--- config.mk ---
export PLATFORM = sky130hd
export DESIGN_NAME = txflag_ctrl_top
export DESIGN_NICKNAME = d
export VERILOG_FILES = /design/src/rtl/txflag_pkg.sv /design/src/rtl/txflag_regif.sv /design/src/rtl/txflag_core.sv /design/src/rtl/txflag_hs.sv /design/src/rtl/txflag_ctrl_top.sv
export SDC_FILE = /design/constraint.sdc
export NUM_CORES = 1
export LEC_CHECK = 0
export BUFFER_PORTS_ARGS = -buffer_cell sky130_fd_sc_hd__clkbuf_2
export CAP_MARGIN = 20
export CORE_AREA = 5 5 42 44
export DETAILED_ROUTE_END_ITERATION = 8
export DIE_AREA = 0 0 47 49
export GPL_TIMING_DRIVEN = 0
export PLACE_DENSITY = 0.62
export SETUP_SLACK_MARGIN = 0.15
export SLEW_MARGIN = 15
export SYNTH_ARGS = -nofsm -noshare
export SYNTH_HDL_FRONTEND = slang
export SYNTH_HIERARCHICAL = 1
export SYNTH_SLANG_ARGS = --single-unit
export TNS_END_PERCENT = 1
--- constraint.sdc ---
create_clock -name clk -period 1.6 [get_ports clk]
set_input_delay 0.32 -clock clk [delete_from_list [all_inputs] [get_ports clk]]
set_output_delay 0.32 -clock clk [all_outputs]
set_load 0.01 [all_outputs]
--- src/rtl/txflag_pkg.sv ---
package txflag_pkg;
  typedef enum logic [1:0] {
    HS_NONE = 2'd0,
    HS_DATA = 2'd1,
    HS_NAK  = 2'd2
  } hs_e;
endpackage

--- src/rtl/txflag_regif.sv ---
module txflag_regif #(
  parameter int DATA_W   = 8,
  parameter int FLAG_BIT = 7,
  parameter int IE_BIT   = 0
) (
  input  logic              clk,
  input  logic              rst,
  input  logic              wr,
  input  logic [DATA_W-1:0] wdata,
  input  logic              flag,
  output logic              clr_pulse,
  output logic              ie_nxt,
  output logic [DATA_W-1:0] rdata
);
  logic ie_q;

  assign clr_pulse = wr & wdata[FLAG_BIT];
  assign ie_nxt    = wr ? wdata[IE_BIT] : ie_q;

  always_ff @(posedge clk) begin
    if (rst) ie_q <= 1'b0;
    else     ie_q <= ie_nxt;
  end

  for (genvar b = 0; b < DATA_W; b++) begin : g_rd
    if (b == FLAG_BIT) begin : g_flag
      assign rdata[b] = flag;
    end else if (b == IE_BIT) begin : g_ie
      assign rdata[b] = ie_q;
    end else begin : g_pad
      assign rdata[b] = 1'b0;
    end
  end


  ie_write_chk: assert property (@(posedge clk) disable iff (rst)
    wr |=> (rdata[IE_BIT] == $past(wdata[IE_BIT])));
endmodule

--- src/rtl/txflag_core.sv ---
module txflag_core #(
  parameter int EP_W = 4,
  parameter int EP_A = 1,
  parameter int EP_B = 2
) (
  input  logic            clk,
  input  logic            rst,
  input  logic            ack_vld,
  input  logic [EP_W-1:0] ack_ep,
  input  logic            data_sent,
  input  logic            clr_pulse,
  input  logic            ie_nxt,
  output logic            flag_q,
  output logic            irq
);
  logic pend_q, ack_shared, set_evt, flag_nxt;

  assign ack_shared = ack_vld && (ack_ep == EP_W'(EP_A) || ack_ep == EP_W'(EP_B));
  assign set_evt    = ack_shared & pend_q;
  assign flag_nxt   = set_evt ? 1'b1 : (clr_pulse ? 1'b0 : flag_q);

  always_ff @(posedge clk) begin
    if (rst) begin
      flag_q <= 1'b0;
      pend_q <= 1'b0;
      irq    <= 1'b0;
    end else begin
      flag_q <= flag_nxt;
      irq    <= flag_nxt & ie_nxt;
      if (data_sent)    pend_q <= 1'b1;
      else if (set_evt) pend_q <= 1'b0;
    end
  end


  set_wins_chk: assert property (@(posedge clk) disable iff (rst)
    (ack_shared && pend_q && clr_pulse) |=> flag_q);

  clear_chk: assert property (@(posedge clk) disable iff (rst)
    (clr_pulse && !(ack_shared && pend_q)) |=> !flag_q);

  no_stray_set_chk: assert property (@(posedge clk) disable iff (rst)
    (!flag_q && !ack_shared) |=> !flag_q);
endmodule

--- src/rtl/txflag_hs.sv ---
module txflag_hs
  import txflag_pkg::*;
#(
  parameter int EP_W = 4,
  parameter int EP_A = 1,
  parameter int EP_B = 2
) (
  input  logic            clk,
  input  logic            rst,
  input  logic            tok_vld,
  input  logic [EP_W-1:0] tok_ep,
  input  logic            flag,
  input  logic            tx_arm,
  output logic            data_sent,
  output logic            hs_vld,
  output logic [1:0]      hs_type
);
  logic tok_shared, give_data;
  hs_e  dec;

  assign tok_shared = tok_vld && (tok_ep == EP_W'(EP_A) || tok_ep == EP_W'(EP_B));
  assign give_data  = !flag && tx_arm;
  assign data_sent  = tok_shared & give_data;
  assign dec        = !tok_shared ? HS_NONE : (give_data ? HS_DATA : HS_NAK);

  always_ff @(posedge clk) begin
    if (rst) begin
      hs_vld  <= 1'b0;
      hs_type <= HS_NONE;
    end else begin
      hs_vld  <= tok_shared;
      hs_type <= dec;
    end
  end


  nak_while_set_chk: assert property (@(posedge clk) disable iff (rst)
    (tok_shared && flag) |=> (hs_vld && hs_type == HS_NAK));

  nak_unarmed_chk: assert property (@(posedge clk) disable iff (rst)
    (tok_shared && !tx_arm) |=> (hs_type == HS_NAK));

  other_ep_chk: assert property (@(posedge clk) disable iff (rst)
    (!tok_shared) |=> (!hs_vld && hs_type == HS_NONE));
endmodule

--- src/rtl/txflag_ctrl_top.sv ---
module txflag_ctrl_top #(
  parameter int DATA_W   = 8,
  parameter int EP_W     = 4,
  parameter int EP_A     = 1,
  parameter int EP_B     = 2,
  parameter int FLAG_BIT = 7,
  parameter int IE_BIT   = 0
) (
  input  logic              clk,
  input  logic              rst,
  input  logic              reg_wr,
  input  logic [DATA_W-1:0] reg_wdata,
  output logic [DATA_W-1:0] reg_rdata,
  input  logic              tx_arm,
  input  logic              tok_vld,
  input  logic [EP_W-1:0]   tok_ep,
  input  logic              ack_vld,
  input  logic [EP_W-1:0]   ack_ep,
  output logic              hs_vld,
  output logic [1:0]        hs_type,
  output logic              irq
);
  logic flag, clr_pulse, ie_nxt, data_sent;

  txflag_regif #(.DATA_W(DATA_W), .FLAG_BIT(FLAG_BIT), .IE_BIT(IE_BIT)) u_regif (
    .clk(clk), .rst(rst), .wr(reg_wr), .wdata(reg_wdata), .flag(flag),
    .clr_pulse(clr_pulse), .ie_nxt(ie_nxt), .rdata(reg_rdata)
  );

  txflag_core #(.EP_W(EP_W), .EP_A(EP_A), .EP_B(EP_B)) u_core (
    .clk(clk), .rst(rst), .ack_vld(ack_vld), .ack_ep(ack_ep),
    .data_sent(data_sent), .clr_pulse(clr_pulse), .ie_nxt(ie_nxt),
    .flag_q(flag), .irq(irq)
  );

  txflag_hs #(.EP_W(EP_W), .EP_A(EP_A), .EP_B(EP_B)) u_hs (
    .clk(clk), .rst(rst), .tok_vld(tok_vld), .tok_ep(tok_ep), .flag(flag),
    .tx_arm(tx_arm), .data_sent(data_sent), .hs_vld(hs_vld), .hs_type(hs_type)
  );


  irq_match_chk: assert property (@(posedge clk) disable iff (rst)
    irq == (reg_rdata[FLAG_BIT] & reg_rdata[IE_BIT]));
endmodule

==> flow_summary.toml, run 1 <==
[setup_path]
r2r_setup_slack_ns = 0.63
crit_end = "reg_rdata[7]"
crit_start = "u_core/flag_q$_SDFF_PP0_"
r2r-start = "u_core/flag_q$_SDFF_PP0_"
crit_type = "register to output port"
r2r_cells = 3
arrival_ns = 0.84
slowest_delay_ns = 0.36
slowest_stage = "dfxtp_1"
path_buf_inv = 2
end_kind = "output port"
crit_path_start_kind = "register"
required_ns = 1.28
crit_fanout = 4
cpLargestDelayFamily = "flip-flops"
rr_endpoint = "u_core/pend_q$_SDFFE_PP0P_"
crit_cells = 2
crit_chain = "buf_4 -> clkbuf_2"

[power]
leakage_uw = 0.0002746
internal-power_uw = 314.1
power.switching_uw = 104.0
p_per_area_nw_per_um2 = 750.9
ir_drop_uv = 286.6
p_sw_share_pct = 24.87
sequentialPowerShare_pct = 42.9
p_clk_share_pct = 39.2
combPwrFrac_pct = 17.9

[sta]
finalSetupViolations = 0
slew_viol_final = 0
clock_skew_ns = 0.003433
fmax_mhz = 862.0
fin_crit_ns = 1.160
period_share_pct = 72.50
hold_viol = 0
rsz0062_at_grt = "no"
setup_tns_ns = 0
hold-worst-slack_ns = 0.3014

[cells_and_area]
drive_gt1_share_pct = 59.70
post-route-util_pct = 39.73
antenna_cells = 0
syn_to_final_growth_pct = 44.01
n_fill_cell = 147
finalNetCount = 90

[cts]
cts.path.max_buffers = 2
cts_buffers = 3
clk_pin_slew_ns = 0.06
clkLatencyLatePin_ns = 0.25
htree_num_levels = 1
ctsHoldBuffers = 0
post-cts-setup-buffers = 0
cts.sinks = 7
root_buffer = "clkbuf_4"
tritoncts = "done"
cts-resized-gates = 0

[drt]
wl_per_cell_um = 9.651
first_iter_violations = 0
drc = 0
vias_per_cell = 4.024
vias = 334
wl_um = 801
firstDrtPassIters = 1
final_antenna_net_count = 0

[grt]
antenna_found_initial = 0
overflow = 0
grt_usage_pct = 7.904
grt_pass1_vias = 340
grt_pass1_wl_mm = 1.276
grt_max_degree = 8

[floorplan]
chipHeight_um = 49
top_level_ports = 34
dieArea_um2 = 2303
die_w_um = 47
initial_core_util_pct = 27.59
core_um2 = 1401
num_rows = 14

[placed_design]
dp_hpwl_um = 675.1
routabilityCongestion = 0.6028
io_buffers = 21

[hold_path]
hold_class = "primary input to register"
hold_start = "tok_ep[2]"

[synth]
synth.distinct_cells = 21
yosysSeqAreaShare_pct = 36.25
yosysWarnings = 6
syn_area_per_cell_um2 = 10.45
synth_seq_cells = 7
netlist_area_um2 = 386.6
synth_cells = 37

[status]
run_status = "complete, no violations"

[job]
maxCapViolations = 0
[synth_stat cells]
cell,count,area share (%)
buf_4,8,16
dfxtp_1,7,36
nor2_1,3,2.9
nor2b_1,2,3.2
a31oi_1,1,1.6
a41oi_2,1,4.2
and2_2,1,1.9
conb_1,1,0.97
inv_1,1,0.97
mux2_4,1,3.9
nand2b_1,1,1.6
nand4bb_1,1,2.9
nor2b_4,1,3.6
nor3_1,1,1.3
nor3b_2,1,3.2
nor4_1,1,1.6
nor4_2,1,3.2
nor4b_2,1,3.9
o21ba_2,1,2.6
xnor2_1,1,2.3
xor2_1,1,2.3
[state kept, by name, indices dropped and copies added, names as in the netlist]
signal / flops
u_core/irq: 1
u_regif/ie_q: 1
u_hs/hs_vld: 1
u_core/flag_q: 1
u_core/pend_q: 1
u_hs/hs_type: 2
[worst register-to-register path, cell delays in order, from the launching register on]
cell       delay (ns)
dfxtp_1          0.33
nand4bb_1        0.23
nor3_1           0.21
o21ba_2          0.16
[layer usage]
| layer | vias to the layer above | track usage (%) | share of wire (%) |
|---|---|---|---|
| li1 | 171 | - | - |
| met1 | 138 | 8.407 | 38 |
| met2 | 21 | 11.09 | 44 |
| met3 | 4 | 2.583 | 13 |
| met4 | 0 | 8.295 | 4.5 |
| met5 | - | 0 | 0 |
[cells in the final DEF, fill, tap and decap left out]
cell and count:
clkbuf_4 3, and2_2 1, nor2b_4 1, nor2b_1 2
inv_1 1, mux2_4 1, xor2_1 1, nor4b_2 1
a31oi_1 1, nor3b_2 1, dfxtp_1 7, conb_1 6
clkbuf_1 1, nor2_1 3, nor4_2 1, buf_4 8
a41oi_2 1, nor4_1 1, nand2b_1 1, o21ba_2 1
xnor2_1 1, clkbuf_2 21, nand4bb_1 1, nor3_1 1
[through the flow]
| step | cells | instance area [um^2] | setup WS (ns) | power (uW) |
|---|---|---|---|---|
| floorplan | 42 | 405.4 | 0.5831 | 227.5 |
| global placement | 79 | 530.5 | 0.4101 | 255.3 |
| detailed placement | 79 | 530.5 | 0.4028 | 257.7 |
| CTS | 83 | 556.8 | 0.4223 | 421.5 |
| global route | 83 | 556.8 | 0.3896 | 431.5 |
| finish | 83 | 556.8 | 0.4400 | 418.1 |
[power by group through the flow]
stage / sequential, uW / clock (uW) / combinational (uW)
CTS: 179 / 167 / 74.8
floorplan: 183 / 0 / 44.3
global route: 180 / 169 / 82.9
finish: 179 / 164 / 74.9
global placement: 183 / 0 / 72.6
detailed placement: 183 / 0 / 74.6
[worst min-delay path by stage]
stage	end	slack, ns	cells past startpoint
after global placement	u_hs/hs_type[0]$_SDFF_PP0_	0.55	2
final	u_hs/hs_type[0]$_SDFF_PP0_	0.30	2
after floorplan	u_regif/ie_q$_SDFF_PP0_	0.38	1
after CTS	u_hs/hs_type[0]$_SDFF_PP0_	0.30	2
after detailed placement	u_hs/hs_type[0]$_SDFF_PP0_	0.56	2
after global routing	u_hs/hs_vld$_SDFF_PP0_	0.31	2
[kinds of logic (layout without fill, tap and decap cells)]
kind of cell              Yosys count  count (layout)  synth area share [%]
AOI/OAI and AO/OA                   3               3                 8.417
xor gates and xnor gates            2               2                 4.532
buffers and inverters               9              34                 16.50
DFF                                 7               7                 36.24
muxes                               1               1                 3.882
other                               1               6                0.9699
and+or+nand+nor                    14              14                 29.45
[cell type report]
class | instances | area, um^2 | area share (%)
well taps | 16 | 20.02 | 3.596
multi-input cells | 26 | 201.4 | 36.18
inverters | 1 | 3.754 | 0.6742
flip-flops and latches | 7 | 140.1 | 25.17
plain buffers | 8 | 60.06 | 10.79
repair buffers | 21 | 105.1 | 18.88
clock buffers | 4 | 26.28 | 4.719
(Power assumes the default switching activity.)
==> run 2: changes to the inputs <==
ABC_AREA = 1   (was unset)
PLACE_DENSITY = 0.65   (was 0.62)
clock period = 1.1 ns   (was 1.6 ns; I/O delays follow)
==> flow_summary.toml, run 2 <==
[floorplan]
dieArea_um2 = 2303
die_w_um = 47
core_um2 = 1401
top_level_ports = 34
num_rows = 14
initial_core_util_pct = 29.55
chipHeight_um = 49

[grt]
grt_max_degree = 6
overflow = 0
antenna_found_initial = 0
grt_usage_pct = 8.245
grt_pass1_vias = 367
grt_pass1_wl_mm = 1.317

[job]
maxCapViolations = 0

[power]
leakage_uw = 0.0003973
power_uw = 609.3
p_per_area_nw_per_um2 = 997.9
ir_drop_uv = 340.6

[setup_path]
arrival_ns = 0.77
slowest_delay_ns = 0.32
r2r-start = "u_core/flag_q$_SDFF_PP0_"
slowest_stage = "dfxtp_2"
crit_path_start_kind = "register"
cpLargestDelayFamily = "flip-flops"
end_kind = "output port"
crit_fanout = 2
crit_chain = "buf_6 -> clkbuf_2"
crit_start = "u_core/flag_q$_SDFF_PP0_"
crit_type = "register to output port"
path_buf_inv = 2
required_ns = 0.88

[sta]
finalSetupViolations = 0
fin_crit_ns = 0.9938
hold-worst-slack_ns = 0.2019
setup_tns_ns = 0
rsz0062_at_grt = "yes"
clock_skew_ns = 0.008504
slew_viol_final = 0
period_share_pct = 90.35
hold_viol = 0
fmax_mhz = 1006

[placed_design]
dp_hpwl_um = 687.4
routabilityCongestion = 0.6724
io_buffers = 21

[drt]
first_iter_violations = 1
vias_per_cell = 3.676
wl_um = 820
drc = 0
vias = 408
firstDrtPassIters = 2
final_antenna_net_count = 0
wl_per_cell_um = 7.387

[status]
run_status = "complete, no violations"

[cells_and_area]
largest_reg_flops = 2
antenna_cells = 0
largest_register = "u_hs/hs_type"
layout_commonest_cell = "clkbuf_2"
finalNetCount = 118
drive_gt1_share_pct = 46.32
final_cell_mix = "20 x clkbuf_2, 18 x inv_1, 15 x nand2_1"
syn_to_final_growth_pct = 47.43
n_fill_cell = 155

[hold_path]
hold_class = "primary input to register"
hold_start = "rst"

[synth]
synth_seq_cells = 7
ys.flop_type = "dfxtp_1"
synth_top_area_share_pct = 33.84
async_reset_ff_share_pct = 0
synth.most_common_cell = "inv_1"
synth_edf_count = 0
netlist_area_um2 = 414.1
yosysSeqAreaShare_pct = 33.84
ys_top_cells_by_area = "dfxtp_1 34%, inv_1 16%, buf_4 15%, nand2_1 14%, nor2_2 6.0%"
yosysWarnings = 6
synth_common_cells = "18 x inv_1, 15 x nand2_1, 8 x buf_4"
yosysTopAreaCell = "dfxtp_1"
synth_cells = 64
synth.distinct_cells = 10
syn_area_per_cell_um2 = 6.471

[cts]
cts.path.max_buffers = 2
clkLatencyLatePin_ns = 0.25
ctsHoldBuffers = 0
cts.sinks = 7
clk_pin_slew_ns = 0.06
htree_num_levels = 1
tritoncts = "done"
root_buffer = "clkbuf_4"
cts_buffers = 3
[run 2: cell families (layout without fill, tap and decap cells)]
| group | Yosys count | in the layout | synth area share, % |
|---|---|---|---|
| buf+inv | 26 | 52 | 30.82 |
| simple gates | 28 | 28 | 32.02 |
| other cells | 1 | 6 | 0.9055 |
| flops | 7 | 7 | 33.84 |
| compound gates | 2 | 2 | 2.417 |
[run 2: power breakdown]
part           total, uW  switching, uW  leakage, uW  internal, uW
registers            262           2.51    0.0000575           259
logic                113           54.9     0.000325          57.8
clock network        235           96.5    0.0000150           139
total                609            154     0.000397           455
[run 2: through the flow]
stage	cell area, um^2	util [%]	setup WS [ns]	std cells
6_report	610.6	43.57	0.1062	111
5_1_grt	610.6	43.57	0.07144	111
4_1_cts	601.8	42.95	0.09167	111
3_5_place_dp	558.0	39.82	0.2498	106
3_3_place_gp	558.0	39.82	0.2654	106
2_1_floorplan	432.9	-	0.3659	69
[run 2: worst paths after layout]
kind	to	slack [ns]	depth (start not counted)
min	u_core/irq$_SDFF_PP0_	0.20	2
max	reg_rdata[7]	0.11	2
min reg2reg	u_core/flag_q$_SDFF_PP0_	0.49	2
max reg2reg	u_core/pend_q$_SDFFE_PP0P_	0.20	6
[run 2: what timing repair did]
action / CTS / global route
cloned: 0 / 0
pin swaps: 0 / 0
setup endpoints to repair: 2 / 4
resized for setup: 4 / 3
buffers inserted: 1 / 0
[run 2: area by class of cell]
cell class | instances | area (um^2) | share of cell area (%)
multi-input cells | 36 | 167.7 | 27.46
flip-flops and latches | 7 | 142.6 | 23.36
repair buffers | 22 | 118.9 | 19.47
plain buffers | 8 | 67.56 | 11.07
inverters | 18 | 67.56 | 11.07
clock buffers | 4 | 26.28 | 4.303
well taps | 16 | 20.02 | 3.279
[run 2: per-layer routing]
layer	vias up	routed length (um)	GRT usage (%)
met1	156	288	8.150
met4	0	20	9.677
met5	-	0	0
met3	2	122	2.214
li1	227	-	-
met2	23	389	11.99
==> run 3: changes to the inputs <==
CORE_AREA = 2 2 39 41   (was 5 5 42 44)
DIE_AREA = 0 0 41 43   (was 0 0 47 49)
RECOVER_POWER = 25   (was unset)
==> flow_summary.toml, run 3 (synthesized netlist as in run 2, its figures left out) <==
[status]
run_status = "complete, no violations"

[cells_and_area]
multi_input_area_um2 = 157.7
largest_register = "u_hs/hs_type"
syn_to_final_growth_pct = 46.22
post-route-util_pct = 43.76
largest_reg_flops = 2
antenna_cells = 0
drive_gt1_share_pct = 42.11
layout_commonest_cell = "clkbuf_2"
final_cell_mix = "19 x clkbuf_2, 18 x inv_1, 16 x nand2_1"
finish.instance_area_um2 = 605.6
regArea_um2 = 141.4
finalNetCount = 118
n_fill_cell = 164

[setup_path]
slowest_delay_ns = 0.32
r2r_cells = 6
r2r_setup_slack_ns = 0.17
crit_top_cell = "buf_6"
end_kind = "output port"
required_ns = 0.88
crit_type = "register to output port"
crit_fanout = 2
arrival_ns = 0.77
crit_chain = "buf_6 -> buf_6"
slowest_stage = "dfxtp_1"
crit_path_start_kind = "register"

[cts]
clkLatencyLatePin_ns = 0.24
clk_pin_slew_ns = 0.05
root_buffer = "clkbuf_4"
cts.path.max_buffers = 2
htree_num_levels = 1
cts_buffers = 3
tritoncts = "done"
ctsHoldBuffers = 0
cts.sinks = 7

[floorplan]
die_w_um = 41
initial_core_util_pct = 29.93
chipHeight_um = 43
top_level_ports = 34
dieArea_um2 = 1763
core_um2 = 1384
num_rows = 14

[grt]
grt_max_degree = 6
grt_usage_pct = 9.347
overflow = 0
grt_pass1_vias = 330
antenna_found_initial = 0
grt_pass1_wl_mm = 1.110

[power]
leakage_uw = 0.0003977
p_per_area_nw_per_um2 = 978.7
power_uw = 592.7
ir_drop_uv = 291.4

[hold_path]
hold_class = "primary input to register"
min_path_cells = 2

[sta]
fmax_mhz = 1008
setup_tns_ns = 0
period_share_pct = 90.21
hold-worst-slack_ns = 0.2054
fin_crit_ns = 0.9923
finalSetupViolations = 0
slew_viol_final = 0
hold_viol = 0
rsz0062_at_grt = "yes"
clock_skew_ns = 0.0006521

[drt]
wl_per_cell_um = 5.973
firstDrtPassIters = 2
vias_per_cell = 3.559
final_antenna_net_count = 0
wl_um = 663
vias = 395
first_iter_violations = 2
drc = 0

[placed_design]
routabilityCongestion = 0.6166
dpl_cell_area_um2 = 558.0
io_buffers = 21
dp_hpwl_um = 572.3

[job]
maxCapViolations = 0
==> run 3: changes by cell type in the layout (fill, tap and decap cells not counted), sizes merged <==
cell and change:
buf +1, clkbuf -1
==> run 3: per-layer routing <==
| layer | part of all wire (%) | global-route usage (%) |
|---|---|---|
| met1 | 42 | 9.032 |
| met2 | 47 | 14.69 |
| met3 | 11 | 4.712 |
| met4 | 0 | 6.000 |
| met5 | 0 | 0 |
==> run 3: timing repair <==
action	CTS	global route
buffers inserted	1	0
endpoints found under the setup margin	2	3
resized for setup	4	5
==> run 3: cell type report <==
type	instances	area share, %
buffer	8	11.16
clock buffer	4	4.339
inverter	18	11.16
multi-input combinational	36	26.03
sequential	7	23.35
tap	16	3.306
timing repair buffer	22	20.66
==> run 3: worst paths after layout <==
path | to | startpoint
worst max-delay path | reg_rdata[7] | u_core/flag_q$_SDFF_PP0_
worst min-delay path | u_regif/ie_q$_SDFF_PP0_ | rst
worst max register to register | u_core/pend_q$_SDFFE_PP0P_ | u_core/flag_q$_SDFF_PP0_
worst min register to register | u_core/flag_q$_SDFF_PP0_ | u_core/pend_q$_SDFFE_PP0P_
==> run 3: metrics by stage <==
step | std cells | setup slack (ns)
after global routing | 111 | 0.06105
after global placement | 106 | 0.2656
after CTS | 111 | 0.09890
after floorplan | 69 | 0.3659
final | 111 | 0.1077
after detailed placement | 106 | 0.2544
==> run 3: report_power, final <==
group	switching (uW)	total, uW	internal, uW
combinational	51.7	109	56.8
sequential	2.41	262	259
clock	84.6	222	138
==> run 3: critical path: cells and delay by family (launching register included) <==
kind,cells,cell delay [ns]
DFF,1,0.32
buffers and inverters,2,0.21
